## config.mk

```make
export PLATFORM = sky130hd
export DESIGN_NAME = usb_rx_path
export DESIGN_NICKNAME = d
export VERILOG_FILES = /design/src/rtl/usb_rx_pkg.sv /design/src/rtl/usb_rx_lane.sv /design/src/rtl/usb_rx_linestate.sv /design/src/rtl/usb_rx_path.sv
export SDC_FILE = /design/constraint.sdc
export NUM_CORES = 1
export LEC_CHECK = 0
export ABC_AREA = 1
export ABC_CLOCK_PERIOD_IN_PS = 12900
export BUFFER_PORTS_ARGS = -buffer_cell sky130_fd_sc_hd__buf_2
export CORE_ASPECT_RATIO = 0.6
export CORE_MARGIN = 2
export CORE_UTILIZATION = 64
export DETAILED_ROUTE_END_ITERATION = 10
export HOLD_SLACK_MARGIN = 0.08
export MAX_ROUTING_LAYER = met4
export PLACE_DENSITY_LB_ADDON = 0.08
export SLEW_MARGIN = 20
export SYNTH_ARGS = -nofsm -noshare
export SYNTH_HDL_FRONTEND = slang
export SYNTH_SLANG_ARGS = --single-unit
```

## constraint.sdc

```tcl
create_clock -name clk -period 12.9 [get_ports clk]
set_input_delay 3.225 -clock clk [delete_from_list [all_inputs] [get_ports clk]]
set_output_delay 3.225 -clock clk [all_outputs]
set_load 0.02 [all_outputs]
```

## src/rtl/usb_rx_pkg.sv

```systemverilog
package usb_rx_pkg;
  localparam int unsigned BYTE_W    = 8;
  localparam int unsigned SYNC_LEN  = 8;
  localparam int unsigned STUFF_RUN = 6;
  localparam int unsigned CNT_W     = $clog2(BYTE_W);
  localparam int unsigned RUN_W     = $clog2(STUFF_RUN + 1);

  // K flags of the SYNC pattern, oldest symbol in the MSB
  localparam logic [SYNC_LEN-1:0] SYNC_K = 8'b1010_1011;

  localparam logic [1:0] MODE_RAW = 2'b10;
  localparam logic [1:0] SPD_HS   = 2'b00;

  typedef struct packed {
    logic                active;
    logic                prev_k;
    logic [RUN_W-1:0]    run;
    logic [SYNC_LEN-1:0] hist;
    logic [BYTE_W-1:0]   shreg;
    logic [CNT_W-1:0]    cnt;
  } rx_st_t;
endpackage

```

## src/rtl/usb_rx_lane.sv

```systemverilog
module usb_rx_lane
  import usb_rx_pkg::*;
(
  input  rx_st_t st_i,
  input  logic   en,
  input  logic   dp,
  input  logic   dm,
  input  logic   bypass,
  input  logic   low_spd,
  output rx_st_t st_o,
  output logic   done,
  output logic   err
);
  logic is_k, se0, bit_d;
  logic [SYNC_LEN-1:0] hist_n;

  assign is_k   = low_spd ? dp : ~dp;
  assign se0    = ~dp & ~dm;
  assign hist_n = {st_i.hist[SYNC_LEN-2:0], is_k};

  always_comb begin
    st_o  = st_i;
    done  = 1'b0;
    err   = 1'b0;
    bit_d = bypass ? ~is_k : (is_k == st_i.prev_k);
    if (en) begin
      if (!st_i.active) begin
        if (se0) begin
          st_o.hist = '0;
        end else begin
          st_o.hist = hist_n;
          if (hist_n == SYNC_K) begin
            st_o.active = 1'b1;
            st_o.prev_k = 1'b1;
            st_o.run    = '0;
            st_o.cnt    = '0;
          end
        end
      end else if (se0) begin
        st_o.active = 1'b0;
        st_o.cnt    = '0;
        st_o.run    = '0;
        st_o.hist   = '0;
      end else begin
        st_o.prev_k = is_k;
        if (!bypass && st_i.run == RUN_W'(STUFF_RUN)) begin
          st_o.run = '0;
          err      = bit_d;
        end else begin
          st_o.run   = (bit_d && !bypass) ? st_i.run + 1'b1 : '0;
          st_o.shreg = {bit_d, st_i.shreg[BYTE_W-1:1]};
          st_o.cnt   = st_i.cnt + 1'b1;
          done       = (st_i.cnt == CNT_W'(BYTE_W - 1));
        end
      end
    end
  end
endmodule

```

## src/rtl/usb_rx_linestate.sv

```systemverilog
module usb_rx_linestate #(
  parameter int unsigned LANES = 8
) (
  input  logic             clk,
  input  logic             rst,
  input  logic             slice_vld,
  input  logic             high_spd,
  input  logic [LANES-1:0] line_dp,
  input  logic [LANES-1:0] line_dm,
  output logic [1:0]       line_state
);
  localparam int unsigned IDX_W = (LANES > 1) ? $clog2(LANES) : 1;
  logic [IDX_W-1:0] last_idx;

  assign last_idx = high_spd ? IDX_W'(LANES - 1) : '0;

  always_ff @(posedge clk) begin
    if (rst)            line_state <= 2'b00;
    else if (slice_vld) line_state <= {line_dm[last_idx], line_dp[last_idx]};
  end
endmodule

```

## src/rtl/usb_rx_path.sv

```systemverilog
module usb_rx_path
  import usb_rx_pkg::*;
#(
  parameter int unsigned LANES = 8
) (
  input  logic              clk,
  input  logic              rst,
  input  logic              slice_vld,
  input  logic [LANES-1:0]  line_dp,
  input  logic [LANES-1:0]  line_dm,
  input  logic [1:0]        opmode,
  input  logic [1:0]        xcvr_sel,
  output logic [BYTE_W-1:0] rx_data,
  output logic              rx_valid,
  output logic              rx_active,
  output logic              rx_error,
  output logic [1:0]        line_state
);
  logic high_spd, bypass, low_spd;
  rx_st_t state_q;
  rx_st_t chain [LANES+1];
  logic [LANES-1:0] lane_done, lane_err, lane_en;
  logic              any_done;
  logic [BYTE_W-1:0] byte_n;

  assign high_spd = (xcvr_sel == SPD_HS);
  assign low_spd  = xcvr_sel[1];
  assign bypass   = (opmode == MODE_RAW);
  assign chain[0] = state_q;

  for (genvar i = 0; i < LANES; i++) begin : g_lane
    assign lane_en[i] = slice_vld && (high_spd || i == 0);
    usb_rx_lane u_lane (
      .st_i    (chain[i]),
      .en      (lane_en[i]),
      .dp      (line_dp[i]),
      .dm      (line_dm[i]),
      .bypass  (bypass),
      .low_spd (low_spd),
      .st_o    (chain[i+1]),
      .done    (lane_done[i]),
      .err     (lane_err[i])
    );
  end

  always_comb begin
    any_done = 1'b0;
    byte_n   = '0;
    for (int i = 0; i < LANES; i++) begin
      if (lane_done[i]) begin
        any_done = 1'b1;
        byte_n   = chain[i+1].shreg;
      end
    end
  end

  always_ff @(posedge clk) begin
    if (rst) begin
      state_q  <= '0;
      rx_valid <= 1'b0;
      rx_error <= 1'b0;
      rx_data  <= '0;
    end else begin
      state_q  <= chain[LANES];
      rx_valid <= any_done;
      rx_error <= |lane_err;
      if (any_done) rx_data <= byte_n;
    end
  end

  assign rx_active = state_q.active;

  usb_rx_linestate #(.LANES(LANES)) u_ls (
    .clk        (clk),
    .rst        (rst),
    .slice_vld  (slice_vld),
    .high_spd   (high_spd),
    .line_dp    (line_dp),
    .line_dm    (line_dm),
    .line_state (line_state)
  );
endmodule

```

==> impl_metrics.env, run 1 <==
export IMPL_clock_skew_ps=7.45
export IMPL_crit_top_cell="inv_1"
export IMPL_root_buffer="clkbuf_16"
export IMPL_critPathLaunchType="input port"
export IMPL_final_cells=1423
export IMPL_grt_overflow=0
export IMPL_drc=0
export IMPL_fillCellCount=1024
export IMPL_cts_setup_buffers=0
export IMPL_cpMaxStageDelayCell="a211oi_1"
export IMPL_ant_nets=0
export IMPL_cts_tree="yes"
export IMPL_peakVddDrop_uv=50.5
export IMPL_ys_ff_latch=35
export IMPL_setup_viol=0
export IMPL_final_hold_viol_count=0
export IMPL_num_io_pins=36
export IMPL_pwr_share_seq_pct=25.7
export IMPL_ys_async_sr_fraction_pct=0
export IMPL_grt_max_degree=46
export IMPL_viasPerCell=5.91
export IMPL_nets=1337
export IMPL_relSlewSlack_pct=50.5
export IMPL_vias=8414
export IMPL_cp_required_ps=13030
export IMPL_pwr_share_comb_pct=44.3
export IMPL_track_usage_pct=39.8
export IMPL_dr_pass1_iters=6
export IMPL_dp_cells=1414
export IMPL_cts_buffer_depth=2
export IMPL_synthToLayoutAreaGrowth_pct=4.39
export IMPL_cp_arrival_ps=11930
export IMPL_drive_above_1_share_pct=14.7
export IMPL_synth_top_area_share_pct=18.8
export IMPL_worstMarginPinSlew_ps=740
export IMPL_wl_mm=23.0
export IMPL_core_area_um2=10700
export IMPL_antenna_found_initial=0
export IMPL_switching_power_mw=0.206
export IMPL_fin_setup_tns_ps=0
export IMPL_ys_top_cells_by_count="nand2_1 (355), inv_1 (171), nor2_1 (115)"
export IMPL_cts_buffers=5
export IMPL_clk_latency_ps=290
export IMPL_critPathCaptureType="flop"
export IMPL_cts_htree_levels=2
export IMPL_ys_flop_type="dfxtp_1"
export IMPL_p_int_mw=0.253
export IMPL_worst_path_max_fanout=13
export IMPL_cts_hold_buffers_added=0
export IMPL_synth_edf_count=0
export IMPL_ys_warn_count=0
export IMPL_grt_first_pass_wirelength_mm=37.2
export IMPL_cts_resized=0
export IMPL_slowest_delay_ps=470
export IMPL_port_buffers=35
export IMPL_period_needed_ps=11800
export IMPL_dieWidth_um=140
export IMPL_crit_type="in2reg"
export IMPL_cts_sinks=35
export IMPL_routedWlPerCell_um=16.2
export IMPL_fp_dieH_um=85.4
export IMPL_placementRows=29
export IMPL_power_leakage_nw=3.82
export IMPL_power_total_mw=0.459
export IMPL_path_clk_slew_ps=60
export IMPL_avgSynthCellArea_um2=5.55
export IMPL_synthTopCellsByArea="nand2_1 (19%), dfxtp_1 (9.9%), inv_1 (9.1%), o21ai_0 (8.1%), nand3_1 (6.5%)"
export IMPL_die_area_um2=11900
export IMPL_start_util_pct=66.3
export IMPL_fmax_ghz=0.0847
export IMPL_grt_pass1_vias=7223
export IMPL_hp_class="reg2reg"
export IMPL_synth_most_common_cell="nand2_1"
export IMPL_synth_seq_area_share_pct=9.91
export IMPL_hpwl_mm=18.3
export IMPL_switching_share_pct=44.9
export IMPL_syn_inst=1274
export IMPL_synth_cell_types=58
export IMPL_finalCritPeriodShare_pct=91.5
export IMPL_synth_area_leader_cell="nand2_1"
export IMPL_cap_violations=0
export IMPL_synth_nets=1329
export IMPL_power_density_nw_per_um2=62.2
export IMPL_rsz0062_at_grt="no"
export IMPL_report_final_slew_viol_count=0
export IMPL_first_iter_violations=1272
export IMPL_gp_congestion=1.00
export IMPL_synth_cell_area_um2=7070
export IMPL_clockPowerShare_pct=30.0
export IMPL_status="completed"
-- final timing paths --
path	cells past startpoint	slack (ps)	endpoint	start
worst max register to register	64	3780	chain[197]	chain[211]
worst max-delay path	66	1100	chain[197]	xcvr_sel[1]
worst min register to register	2	490	rx_data[1]	rx_data[1]
worst min-delay path	2	490	rx_data[1]	rx_data[1]
-- state kept, by name, indices dropped and copies added (netlist names) --
name / flops
rx_error: 1
chain: 22
rx_data: 8
u_ls.line_state: 2
rx_valid: 1
rx_active: 1
-- critical path: cells and delay by family --
family / cells / cell delay [ps]
simple gates: 33 / 3590
compound gates: 9 / 2260
buf+inv: 17 / 1450
fa+ha+maj: 7 / 1400
-- power groups by stage --
stage / registers [mW] / logic (mW) / clock network, mW
floorplan: 0.118 / 0.149 / 0
global placement: 0.120 / 0.192 / 0
detailed placement: 0.120 / 0.194 / 0
CTS: 0.117 / 0.195 / 0.136
global route: 0.118 / 0.224 / 0.141
finish: 0.118 / 0.203 / 0.137
-- layout make-up --
type | count | area, um^2 | area share, %
multi-input combinational | 1001 | 5390 | 73.1
inverter | 201 | 754 | 10.2
sequential | 35 | 701 | 9.49
timing repair buffer | 38 | 198 | 2.68
tap | 139 | 174 | 2.36
clock buffer | 7 | 153 | 2.07
clock inverter | 1 | 7.51 | 0.102
antenna | 1 | 2.50 | 0.0339
-- cell usage in the layout, fill, tap and decap left out, types with 17 or more instances in the layout --
cell and count:
buf_2 35, ha_1 32, a21oi_1 62, nand2_4 20
o211ai_1 25, nor2_2 17, nand3_1 92, nand2_1 355
o21ai_0 114, inv_1 171, nand2_2 30, inv_2 25
dfxtp_1 35, nor2_1 115
-- cells by family after synthesis --
family | count (synthesis) | share of synthesized area (%)
simple gates | 706 | 48.8
compound gates | 251 | 20.2
buf+inv | 238 | 13.8
flops | 35 | 9.91
fa+ha+maj | 32 | 5.66
xor+xnor | 10 | 1.34
mux | 2 | 0.301
-- through the flow --
stage,hold slack [ps],area (um^2),util [%],setup slack [ps]
2_1_floorplan,559,7070,-,2910
3_3_place_gp,472,7220,67.7,1660
3_5_place_dp,482,7220,67.7,1200
4_1_cts,493,7380,69.2,1450
5_1_grt,508,7380,69.2,220
6_report,491,7380,69.2,1100
-- metal layers --
| layer | track usage [%] | up-vias | wire (um) |
|---|---|---|---|
| met4 | 5.55 | 0 | 182 |
| met1 | 59.9 | 3683 | 10800 |
| li1 | - | 4137 | - |
| met3 | 16.3 | 24 | 3890 |
| met5 | - | - | 0 |
| met2 | 48.7 | 570 | 8140 |
No activity file was read; power rests on OpenSTA's default activity.
==> run 2, diff against run 1 <==
--- a/config.mk
+++ b/config.mk
@@ -10,7 +10,8 @@
 export BUFFER_PORTS_ARGS = -buffer_cell sky130_fd_sc_hd__buf_2
 export CORE_ASPECT_RATIO = 0.6
 export CORE_MARGIN = 2
-export CORE_UTILIZATION = 64
+export CORE_UTILIZATION = 65
+export CTS_BUF_LIST = sky130_fd_sc_hd__clkbuf_8
 export DETAILED_ROUTE_END_ITERATION = 10
 export HOLD_SLACK_MARGIN = 0.08
 export MAX_ROUTING_LAYER = met4
==> impl_metrics.env, run 2 (synthesis gave the netlist of run 1 again) <==
export IMPL_grt_pass1_vias=7031
export IMPL_cpMaxStageDelayCell="a21oi_1"
export IMPL_port_buffers=35
export IMPL_cts_hold_buffers_added=0
export IMPL_relSlewSlack_pct=53.0
export IMPL_core_area_um2=10600
export IMPL_nets=1337
export IMPL_placementRows=29
export IMPL_drc=0
export IMPL_cp_required_ps=13070
export IMPL_grtUsageMet1_pct=62.0
export IMPL_cts_buffers=5
export IMPL_root_buffer="clkbuf_8"
export IMPL_period_needed_ps=11680
export IMPL_grt_first_pass_wirelength_mm=36.5
export IMPL_regArea_um2=701
export IMPL_fillCellCount=1022
export IMPL_fmax_ghz=0.0856
export IMPL_power_leakage_nw=3.79
export IMPL_grt_util_met3_pct=12.9
export IMPL_pwr_share_seq_pct=29.1
export IMPL_die_area_um2=11800
export IMPL_final_common_cell="nand2_1"
export IMPL_critPathLaunchType="input port"
export IMPL_status="completed"
export IMPL_cts_htree_levels=2
export IMPL_cts_sinks=35
export IMPL_first_iter_violations=1124
export IMPL_clockPowerShare_pct=20.9
export IMPL_hp_class="reg2reg"
export IMPL_largest_register_ff_count=22
export IMPL_num_io_pins=36
export IMPL_switching_share_pct=48.9
export IMPL_cts_resized=0
export IMPL_final_cells=1422
export IMPL_pwr_share_comb_pct=50.0
export IMPL_track_usage_pct=39.2
export IMPL_slowest_delay_ps=430
export IMPL_critPathCaptureType="flop"
export IMPL_clk_latency_ps=310
export IMPL_p_int_mw=0.207
export IMPL_cp_arrival_ps=11840
export IMPL_viasPerCell=5.88
export IMPL_routedWlPerCell_um=15.9
export IMPL_start_util_pct=66.7
export IMPL_synthToLayoutAreaGrowth_pct=3.29
export IMPL_power_density_nw_per_um2=55.5
export IMPL_clock_skew_ps=13.9
export IMPL_report_final_slew_viol_count=0
export IMPL_crit_top_cell="inv_1"
export IMPL_antennaDiodeCount=0
export IMPL_cts_setup_buffers=0
export IMPL_cts_tree="yes"
export IMPL_antenna_found_initial=0
export IMPL_fp_dieH_um=84.8
export IMPL_multi_input_area_um2=5390
export IMPL_setup_viol=0
export IMPL_fin_setup_tns_ps=0
export IMPL_cap_violations=0
export IMPL_vias=8355
export IMPL_hold_depth=2
export IMPL_crit_type="in2reg"
export IMPL_finalCritPeriodShare_pct=90.5
export IMPL_grt_overflow=0
export IMPL_dieWidth_um=139
export IMPL_hold_ws_ps=487
export IMPL_grt_max_degree=50
export IMPL_cts_buffer_depth=2
export IMPL_r2r_cells=65
export IMPL_switching_power_mw=0.198
export IMPL_final_cell_mix="nand2_1 (355), inv_1 (172), nor2_1 (115)"
export IMPL_ant_nets=0
export IMPL_gp_congestion=0.986
export IMPL_final_util_pct=68.9
export IMPL_final_hold_viol_count=0
export IMPL_drive_above_1_share_pct=14.7
export IMPL_rsz0062_at_grt="no"
export IMPL_peakVddDrop_uv=59.0
export IMPL_dr_pass1_iters=6
export IMPL_hpwl_mm=17.9
export IMPL_path_clk_slew_ps=90
export IMPL_grt_busiest_layer="met1"
export IMPL_worstMarginPinSlew_ps=703
export IMPL_wl_mm=22.6
export IMPL_dp_cells=1414
export IMPL_worst_path_max_fanout=23
export IMPL_use_met2_pct=46.8
[run 2: cell types whose count changed in the layout (fill, tap and decap cells not counted), sizes merged]
cell and change:
clkbuf -2, clkinv +1, diode -1, inv +1
[run 2: through the flow]
| step | area (um^2) | setup slack [ps] | power [mW] |
|---|---|---|---|
| after global placement | 7220 | 1690 | 0.312 |
| after CTS | 7300 | 1540 | 0.397 |
| after floorplan | 7070 | 2910 | 0.268 |
| final | 7300 | 1220 | 0.406 |
| after global routing | 7300 | 300 | 0.431 |
| after detailed placement | 7220 | 1250 | 0.313 |
[run 2: final cells by class]
| class | count | area share, % |
|---|---|---|
| Multi-Input combinational cell | 1001 | 73.8 |
| Clock inverter | 3 | 0.223 |
| Sequential cell | 35 | 9.59 |
| Timing Repair Buffer | 38 | 2.71 |
| Clock buffer | 5 | 0.942 |
| Inverter | 201 | 10.3 |
| Tap cell | 139 | 2.38 |
[run 2: path summary, 6_finish.rpt]
check / from / endpoint / slack [ps]
worst max register to register: rx_active / chain[211] / 3960
worst max-delay path: opmode[1] / chain[211] / 1220
worst min register to register: rx_data[1] / rx_data[1] / 490
worst min-delay path: rx_data[1] / rx_data[1] / 490
[run 2: worst max-delay path, delay by kind of cell]
kind / cells / cell delay [ps]
compound gates: 9 / 2090
fa+ha+maj: 7 / 1360
simple gates: 34 / 3690
xor+xnor: 1 / 270
buf+inv: 15 / 1170
[run 2: power by group through the flow]
stage	combinational [mW]	sequential, mW	clock, mW
after global routing	0.223	0.118	0.0894
after CTS	0.195	0.117	0.0849
after global placement	0.192	0.120	0
after detailed placement	0.193	0.120	0
final	0.203	0.118	0.0849
after floorplan	0.149	0.118	0
[run 2: routing by layer]
metal  vias to the layer above  wire, um  part of all wire (%)
li1                       4137         -                     -
met1                      3607     10900                    48
met2                       588      7740                    34
met3                        23      3700                    16
met4                         0       189                  0.84
met5                         -         0                     0
